[src/rtl/cgd_pkg.sv]
// Shared opcodes and parser states for the command decoder.
// Assumes 8-bit command bytes; opcodes with bit 7 clear belong to the shift engine.
package cgd_pkg;
    localparam logic [7:0] OP_SET_LO  = 8'h80;
    localparam logic [7:0] OP_RD_LO   = 8'h81;
    localparam logic [7:0] OP_SET_HI  = 8'h82;
    localparam logic [7:0] OP_RD_HI   = 8'h83;
    localparam logic [7:0] OP_LB_ON   = 8'h84;
    localparam logic [7:0] OP_LB_OFF  = 8'h85;
    localparam logic [7:0] OP_DIV     = 8'h86;
    localparam logic [7:0] OP_FLUSH   = 8'h87;
    localparam logic [7:0] OP_WAIT_HI = 8'h88;
    localparam logic [7:0] OP_WAIT_LO = 8'h89;
    localparam logic [7:0] OP_FLOAT   = 8'h9E;
    localparam logic [7:0] ERR_MARK   = 8'hFA;

    typedef enum logic [2:0] {
        ST_OP,
        ST_P1,
        ST_P2,
        ST_WAIT,
        ST_ERR,
        ST_PASS
    } pstate_t;
endpackage

[src/rtl/cgd_pin_bank.sv]
// One GPIO bank: value, direction and float-on-one mask registers.
// Assumes the strobes are single-cycle and come from the parser.
module cgd_pin_bank #(
    parameter int PIN_W = 8
) (
    input  logic             clk,
    input  logic             rst_n,
    input  logic             set_stb,
    input  logic [PIN_W-1:0] val_in,
    input  logic [PIN_W-1:0] dir_in,
    input  logic             mask_stb,
    input  logic [PIN_W-1:0] mask_in,
    output logic [PIN_W-1:0] pin_out,
    output logic [PIN_W-1:0] pin_oe
);
    logic [PIN_W-1:0] val_q, dir_q, mask_q;

    // Holds the bank configuration written by the parser.
    always_ff @(posedge clk) begin
        if (!rst_n) begin
            val_q  <= '0;
            dir_q  <= '0;
            mask_q <= '0;
        end else begin
            if (set_stb) begin
                val_q <= val_in;
                dir_q <= dir_in;
            end
            if (mask_stb) mask_q <= mask_in;
        end
    end

    // Output pins drive only where direction is out and no float-on-one applies.
    always_comb begin
        pin_out = val_q;
        pin_oe  = dir_q & ~(mask_q & val_q);
    end
endmodule

[src/rtl/cgd_rsp_fifo.sv]
// Response buffer that holds bytes until a flush or until nearly full.
// Assumes DEPTH is a power of two and the writer checks room before pushing.
module cgd_rsp_fifo #(
    parameter int DEPTH = 8
) (
    input  logic       clk,
    input  logic       rst_n,
    input  logic       push,
    input  logic [7:0] push_data,
    input  logic       flush,
    output logic       room,
    output logic [7:0] out_data,
    output logic       out_valid,
    input  logic       out_ready
);
    localparam int AW = $clog2(DEPTH);
    localparam logic [AW:0] CNT_FULL = (AW+1)'(DEPTH);
    localparam logic [AW:0] CNT_HIGH = (AW+1)'(DEPTH - 1);
    localparam logic [AW:0] CNT_ROOM = (AW+1)'(DEPTH - 2);

    logic [7:0]    mem [DEPTH];
    logic [AW-1:0] wr_ptr, rd_ptr;
    logic [AW:0]   count, count_n;
    logic          drain_q, pop;

    assign pop       = out_valid && out_ready;
    assign out_valid = drain_q && (count != '0);
    assign out_data  = mem[rd_ptr];
    assign room      = (count <= CNT_ROOM);

    // Next occupancy from this cycle's push and pop.
    always_comb begin
        count_n = count;
        if (push && !pop) count_n = count + 1'b1;
        else if (!push && pop) count_n = count - 1'b1;
    end

    // Stores pushed bytes.
    always_ff @(posedge clk) begin
        if (push) mem[wr_ptr] <= push_data;
    end

    // Tracks pointers, occupancy and the release flag.
    always_ff @(posedge clk) begin
        if (!rst_n) begin
            wr_ptr  <= '0;
            rd_ptr  <= '0;
            count   <= '0;
            drain_q <= 1'b0;
        end else begin
            if (push) wr_ptr <= wr_ptr + 1'b1;
            if (pop)  rd_ptr <= rd_ptr + 1'b1;
            count <= count_n;
            if (flush || count_n >= CNT_HIGH) drain_q <= 1'b1;
            else if (count_n == '0)           drain_q <= 1'b0;
        end
    end


    rsp_no_overflow_chk: assert property (@(posedge clk) disable iff (!rst_n)
        !(push && !pop && count == CNT_FULL));


    rsp_hold_chk: assert property (@(posedge clk) disable iff (!rst_n)
        (out_valid && !out_ready) |=> (out_valid && $stable(out_data)));
endmodule

[src/rtl/cgd_parser.sv]
// Command parser: decodes opcodes, gathers parameters, stalls on the wait pin
// and hands data-transfer streams to the shift engine.
// Assumes in_data is held while in_valid is high and in_ready low.
module cgd_parser
    import cgd_pkg::*;
(
    input  logic        clk,
    input  logic        rst_n,
    input  logic [7:0]  in_data,
    input  logic        in_valid,
    output logic        in_ready,
    input  logic        rsp_room,
    output logic        rsp_push,
    output logic [7:0]  rsp_data,
    output logic        flush_req,
    output logic [1:0]  set_stb,
    output logic        mask_stb,
    output logic [7:0]  par_a,
    output logic [7:0]  par_b,
    input  logic [7:0]  pins_lo,
    input  logic [7:0]  pins_hi,
    input  logic        wait_pin,
    output logic        loopback_en,
    output logic [15:0] clk_div,
    output logic [7:0]  xfer_data,
    output logic        xfer_valid,
    input  logic        xfer_ready,
    input  logic        xfer_done
);
    pstate_t    st;
    logic [7:0] op_q, p1_q;
    logic       want_q, accept, known, two_par;

    // Classifies the byte presented as an opcode.
    always_comb begin
        known   = 1'b0;
        two_par = 1'b0;
        unique case (in_data)
            OP_SET_LO, OP_SET_HI, OP_DIV, OP_FLOAT: begin known = 1'b1; two_par = 1'b1; end
            OP_RD_LO, OP_RD_HI, OP_LB_ON, OP_LB_OFF,
            OP_FLUSH, OP_WAIT_HI, OP_WAIT_LO:       known = 1'b1;
            default: ;
        endcase
    end

    // Ready depends on state; opcodes need room for two response bytes.
    always_comb begin
        unique case (st)
            ST_OP:        in_ready = in_data[7] ? rsp_room : xfer_ready;
            ST_P1, ST_P2: in_ready = 1'b1;
            ST_PASS:      in_ready = xfer_ready;
            default:      in_ready = 1'b0;
        endcase
    end

    assign accept     = in_valid && in_ready;
    assign xfer_data  = in_data;
    assign xfer_valid = in_valid && ((st == ST_OP && !in_data[7]) || st == ST_PASS);
    assign par_a      = p1_q;
    assign par_b      = in_data;
    assign flush_req  = (st == ST_OP) && accept && (in_data == OP_FLUSH);
    assign set_stb[0] = (st == ST_P2) && accept && (op_q == OP_SET_LO);
    assign set_stb[1] = (st == ST_P2) && accept && (op_q == OP_SET_HI);
    assign mask_stb   = (st == ST_P2) && accept && (op_q == OP_FLOAT);

    // Response byte source: readback, error marker, or the echoed opcode.
    always_comb begin
        rsp_push = 1'b0;
        rsp_data = ERR_MARK;
        if (st == ST_ERR) begin
            rsp_push = 1'b1;
            rsp_data = op_q;
        end else if (st == ST_OP && accept && in_data[7]) begin
            if (in_data == OP_RD_LO) begin
                rsp_push = 1'b1;
                rsp_data = pins_lo;
            end else if (in_data == OP_RD_HI) begin
                rsp_push = 1'b1;
                rsp_data = pins_hi;
            end else if (!known) begin
                rsp_push = 1'b1;
            end
        end
    end

    // Parser state machine and the settings it owns.
    always_ff @(posedge clk) begin
        if (!rst_n) begin
            st          <= ST_OP;
            op_q        <= '0;
            p1_q        <= '0;
            want_q      <= 1'b0;
            loopback_en <= 1'b0;
            clk_div     <= '0;
        end else begin
            unique case (st)
                ST_OP: if (accept) begin
                    op_q <= in_data;
                    if (!in_data[7])                                  st <= ST_PASS;
                    else if (!known)                                  st <= ST_ERR;
                    else if (two_par)                                 st <= ST_P1;
                    else if (in_data == OP_WAIT_HI || in_data == OP_WAIT_LO) begin
                        st     <= ST_WAIT;
                        want_q <= (in_data == OP_WAIT_HI);
                    end
                    if (in_data == OP_LB_ON)  loopback_en <= 1'b1;
                    if (in_data == OP_LB_OFF) loopback_en <= 1'b0;
                end
                ST_P1: if (accept) begin
                    p1_q <= in_data;
                    st   <= ST_P2;
                end
                ST_P2: if (accept) begin
                    if (op_q == OP_DIV) clk_div <= {in_data, p1_q};
                    st <= ST_OP;
                end
                ST_WAIT: if (wait_pin == want_q) st <= ST_OP;
                ST_ERR:  st <= ST_OP;
                ST_PASS: if (xfer_done) st <= ST_OP;
                default: st <= ST_OP;
            endcase
        end
    end


    wait_stall_chk: assert property (@(posedge clk) disable iff (!rst_n)
        (st == ST_OP && accept && in_data == OP_WAIT_HI && !wait_pin) |=> !in_ready);


    loop_on_chk: assert property (@(posedge clk) disable iff (!rst_n)
        (st == ST_OP && accept && in_data == OP_LB_ON) |=> loopback_en);


    err_echo_chk: assert property (@(posedge clk) disable iff (!rst_n)
        (st == ST_OP && accept && in_data[7] && !known) |=> (rsp_push && rsp_data == $past(in_data)));
endmodule

[src/rtl/cmd_gpio_decoder.sv]
// Top of the byte-stream command decoder: parser, response buffer and two pin banks.
// Assumes bank width 8 because commands carry bank bytes; WAIT_BIT selects the low-bank wait pin.
module cmd_gpio_decoder #(
    parameter int RSP_DEPTH = 8,
    parameter int WAIT_BIT  = 1
) (
    input  logic        clk,
    input  logic        rst_n,
    input  logic [7:0]  in_data,
    input  logic        in_valid,
    output logic        in_ready,
    output logic [7:0]  out_data,
    output logic        out_valid,
    input  logic        out_ready,
    output logic [7:0]  xfer_data,
    output logic        xfer_valid,
    input  logic        xfer_ready,
    input  logic        xfer_done,
    input  logic [7:0]  lo_in,
    output logic [7:0]  lo_out,
    output logic [7:0]  lo_oe,
    input  logic [7:0]  hi_in,
    output logic [7:0]  hi_out,
    output logic [7:0]  hi_oe,
    output logic        loopback_en,
    output logic [15:0] clk_div
);
    localparam int NBANK = 2;
    localparam int BW    = 8;

    logic             rsp_room, rsp_push, flush_req, mask_stb;
    logic [7:0]       rsp_data, par_a, par_b;
    logic [NBANK-1:0] set_stb;
    logic [NBANK-1:0][BW-1:0] bank_out, bank_oe;

    cgd_parser u_parser (
        .clk(clk), .rst_n(rst_n),
        .in_data(in_data), .in_valid(in_valid), .in_ready(in_ready),
        .rsp_room(rsp_room), .rsp_push(rsp_push), .rsp_data(rsp_data),
        .flush_req(flush_req), .set_stb(set_stb), .mask_stb(mask_stb),
        .par_a(par_a), .par_b(par_b),
        .pins_lo(lo_in), .pins_hi(hi_in), .wait_pin(lo_in[WAIT_BIT]),
        .loopback_en(loopback_en), .clk_div(clk_div),
        .xfer_data(xfer_data), .xfer_valid(xfer_valid),
        .xfer_ready(xfer_ready), .xfer_done(xfer_done)
    );

    cgd_rsp_fifo #(.DEPTH(RSP_DEPTH)) u_rsp (
        .clk(clk), .rst_n(rst_n),
        .push(rsp_push), .push_data(rsp_data), .flush(flush_req),
        .room(rsp_room), .out_data(out_data), .out_valid(out_valid),
        .out_ready(out_ready)
    );

    // Bank 0 takes the first mask byte, bank 1 the second.
    for (genvar b = 0; b < NBANK; b++) begin : g_bank
        cgd_pin_bank #(.PIN_W(BW)) u_bank (
            .clk(clk), .rst_n(rst_n),
            .set_stb(set_stb[b]), .val_in(par_a), .dir_in(par_b),
            .mask_stb(mask_stb), .mask_in((b == 0) ? par_a : par_b),
            .pin_out(bank_out[b]), .pin_oe(bank_oe[b])
        );
    end

    assign lo_out = bank_out[0];
    assign lo_oe  = bank_oe[0];
    assign hi_out = bank_out[1];
    assign hi_oe  = bank_oe[1];
endmodule

[config.mk]
export PLATFORM = sky130hd
export DESIGN_NAME = cmd_gpio_decoder
export DESIGN_NICKNAME = d
export VERILOG_FILES = /design/src/rtl/cgd_pkg.sv /design/src/rtl/cgd_pin_bank.sv /design/src/rtl/cgd_rsp_fifo.sv /design/src/rtl/cgd_parser.sv /design/src/rtl/cmd_gpio_decoder.sv
export SDC_FILE = /design/constraint.sdc
export NUM_CORES = 1
export LEC_CHECK = 0
export ABC_AREA = 0
export BUFFER_PORTS_ARGS = -buffer_cell sky130_fd_sc_hd__buf_4
export CAP_MARGIN = 10
export CORE_ASPECT_RATIO = 0.8
export CORE_MARGIN = 2
export CORE_UTILIZATION = 51
export DETAILED_ROUTE_END_ITERATION = 16
export GPL_ROUTABILITY_DRIVEN = 1
export PLACE_DENSITY = 0.79
export SLEW_MARGIN = 20
export SYNTH_ARGS = -nofsm -noshare
export SYNTH_HDL_FRONTEND = slang
export SYNTH_SLANG_ARGS = --single-unit
[constraint.sdc]
create_clock -name clk -period 2.9 [get_ports clk]
set_clock_uncertainty 0.2 [all_clocks]
set_input_delay 0.29 -clock clk [delete_from_list [all_inputs] [get_ports clk]]
set_output_delay 0.29 -clock clk [all_outputs]
set_load 0.01 [all_outputs]
==> metrics.csv <==
metric,value,unit
Sum Neg Setup Slack,0,ns
synth warn,0,
# setup viols final,0,
Pwr per Cell Area,709,mW/mm^2
DR WL/cell,18.3,um
Critical Path RT,2.84,ns
Worst-Skew Late Latency,0.43,ns
RSZ-0062 raised after global routing,true,
min cycle time layout,2.86,ns
Mapped Cells,609,
outcome,completed,
cell area after synthesis,0.00686,sq mm
Rel. slew slack,57.9,%
CTS tree,yes,
number of max-cap violations,0,
ys async rst share,0,%
capturing point of the worst reg2reg path,u_rsp.mem[4][4]$_DFFE_PP_,
die area,0.0144,sq mm
top post-synthesis cells by count,"99 x dfxtp_1, 84 x nand2_1, 77 x nor2_1, 64 x edfxtp_1, 59 x mux2i_1",
clock sinks,163,
total grt overflow,0,
Hold Crit Class,in2reg,
FMAX,0.350,GHz
die width,134,um
top cell type's share of synthesized area,28.9,%
critical path startpoint category,flip-flop,
Hold Path End,g_bank[0].u_bank.dir_q[2]$_SDFFE_PN0P_,
first-pass GRT wire length,25600,um
Core Area,0.0130,sq mm
Final Util,65.1,%
HPWL Detailed,11000,um
CTS Buffer Depth,2,
Final ANT Viol Nets,0,
htree depth,4,
IO Count,98,
most common cell in the netlist,dfxtp_1,
Worst EP arrival,2.80,ns
Row Count,37,
Tot GR Track Use,23.6,%
Worst-path clk slew,0.07,ns
"Hold Vio Cnt, Final",0,
Synth area leaders,"dfxtp_1 29%, edfxtp_1 28%, mux2i_1 8.6%",
starting density of the core,52.8,%
hold_sp,in_data[2],
via count,5010,
WS Path Type,reg2reg,
clk root buf,clkbuf_16,
Hold Path Cell Cnt,3,
Synth area leader,dfxtp_1,
Final Worst Setup Slack,0.0444,ns
Inserted Diodes,0,
Final period util,98.5,%
max-slew violation count,0,
GP Congestion,0.838,
maximum vdd ir drop,0.454,mV
Reg-to-Reg Start,u_rsp.count[0]$_SDFF_PN0_,
total CTS buffers,17,
residual DRC count,0,
Mapped Nets,644,
drt first-iter violations,343,
largest net degree at the start of global routing,81,
Layout Nets,743,
Slew @ Worst Pin,0.629,ns
vias in the first global route,4838,
initial antenna violation count,0,
Setup WS pre-CTS,0.0822,ns
worst-path maximum fanout,11,
FF-to-FF path depth,9,
Routed WL,16400,um
Pre-antenna DRT Iters,5,
syn avg cell area,11.3,sq um
Leakage,3.13,nW
PnR Total Power,0.00601,W
setup repair bufs after CTS,0,
Area Growth Syn to Fin,23.4,%
top_reg_cell synth,dfxtp_1,
"Seq/Total Area, Yosys",56.9,%
final instance area,0.00847,sq mm
post-DR vias/cell,5.59,
IO Port Bufs,97,
share of layout cells above drive strength 1,26.4,%
R2R Setup Slk,0.04,ns
"flops & latches, synth",163,
Placed Area,0.00778,sq mm
Synth cell types,59,
die extent in y,108,um
number of synthesized flops with an enable pin,64,
CP Capture Type,flip-flop,
## cell usage in the layout, fill, tap and decap left out, types with 5 or more instances in the layout
| cell | netlist | final |
|---|---|---|
| a21boi_0 | 17 | 17 |
| a21oi_1 | 43 | 42 |
| and2_1 | 7 | 7 |
| buf_4 | 9 | 119 |
| clkbuf_16 | 0 | 20 |
| dfxtp_1 | 99 | 99 |
| dlygate4sd3_1 | 0 | 5 |
| edfxtp_1 | 64 | 64 |
| ha_1 | 5 | 5 |
| mux2_2 | 10 | 10 |
| mux2i_1 | 59 | 59 |
| mux4_2 | 16 | 16 |
| nand2_1 | 84 | 84 |
| nand2b_1 | 7 | 7 |
| nand3_1 | 6 | 6 |
| nor2_1 | 77 | 77 |
| nor3_1 | 6 | 6 |
| xnor2_1 | 6 | 6 |
## cells by family (layout without fill, tap and decap cells)
group / after synthesis / after routing / synth area share, %
and+or+nand+nor: 214 / 214 / 13.9
DFF: 163 / 163 / 56.9
muxes: 86 / 86 / 15.8
AOI/OAI and AO/OA: 81 / 81 / 7.67
buffers and inverters: 49 / 161 / 3.37
xor gates and xnor gates: 9 / 9 / 1.15
adders and majority gates: 7 / 7 / 1.22
## timing repair
item	in CTS	in global routing
hold buffers	5	0
resized for setup	0	2
endpoints found under the setup margin	0	48
hold endpoints to repair	13	0
## final cells by class
cell class                      instances  area [sq um]
Clock buffer                           22           518
Clock inverter                         10           114
Fill cell                             955          4540
Inverter                                4          15.0
Multi-Input combinational cell        397          2730
Sequential cell                       163          3900
Tap cell                              175           219
Timing Repair Buffer                  125           963
## worst max-delay path by stage
stage | start | end | slack, ns | cells past startpoint
final | u_rsp.count[0]$_SDFF_PN0_ | u_rsp.mem[4][4]$_DFFE_PP_ | 0.04 | 9
after global routing | u_rsp.count[0]$_SDFF_PN0_ | u_rsp.mem[6][6]$_DFFE_PP_ | -0.12 | 9
after CTS | u_rsp.count[0]$_SDFF_PN0_ | u_rsp.mem[1][4]$_DFFE_PP_ | 0.02 | 9
after detailed placement | u_rsp.count[0]$_SDFF_PN0_ | u_rsp.mem[7][4]$_DFFE_PP_ | 0.08 | 9
after global placement | u_rsp.count[0]$_SDFF_PN0_ | u_rsp.mem[1][6]$_DFFE_PP_ | 0.33 | 9
after floorplan | u_rsp.count[0]$_SDFF_PN0_ | u_rsp.mem[0][0]$_DFFE_PP_ | 0.11 | 8
## state kept, by name, indices dropped and copies added, names as in the netlist, named ones only
signal	cells
u_rsp.mem	64
g_bank.u_bank.dir_q	16
g_bank.u_bank.mask_q	16
g_bank.u_bank.pin_out	16
u_parser.clk_div	16
u_parser.op_q	8
u_parser.par_a	8
u_rsp.count	4
u_parser.st	3
u_rsp.rd_ptr	3
u_rsp.wr_ptr	3
u_parser.loopback_en	1
u_parser.want_q	1
u_rsp.drain_q	1
## critical path, stage by stage (launching register included)
cell and delay (ns):
dfxtp_1 0.45, inv_1 0.10, ha_1 0.21, nand3b_1 0.17, nand2_1 0.11, a211o_1 0.22
buf_4 0.24, nor2_1 0.08, and3b_2 0.30, a21oi_1 0.48
## stage by stage
step	std cells	hold slack (ns)
global route	896	0.0130
detailed placement	859	0.241
finish	896	0.0201
CTS	896	0.000644
global placement	859	0.235
floorplan	609	0.228
## power by group
part	internal [W]	switching [W]	leakage, nW
clock	0.00145	0.000903	0.317
sequential	0.00257	0.000109	1.37
combinational	0.000435	0.000537	1.44
## per-layer routing
layer / share of wire (%) / track usage [%] / routed length [um]
met1: 43 / 31.0 / 7050
met2: 48 / 38.2 / 7950
met3: 6.9 / 5.89 / 1130
met4: 1.6 / 8.28 / 257
met5: 0 / 0 / 0
Power figures use the tool's default switching activity.
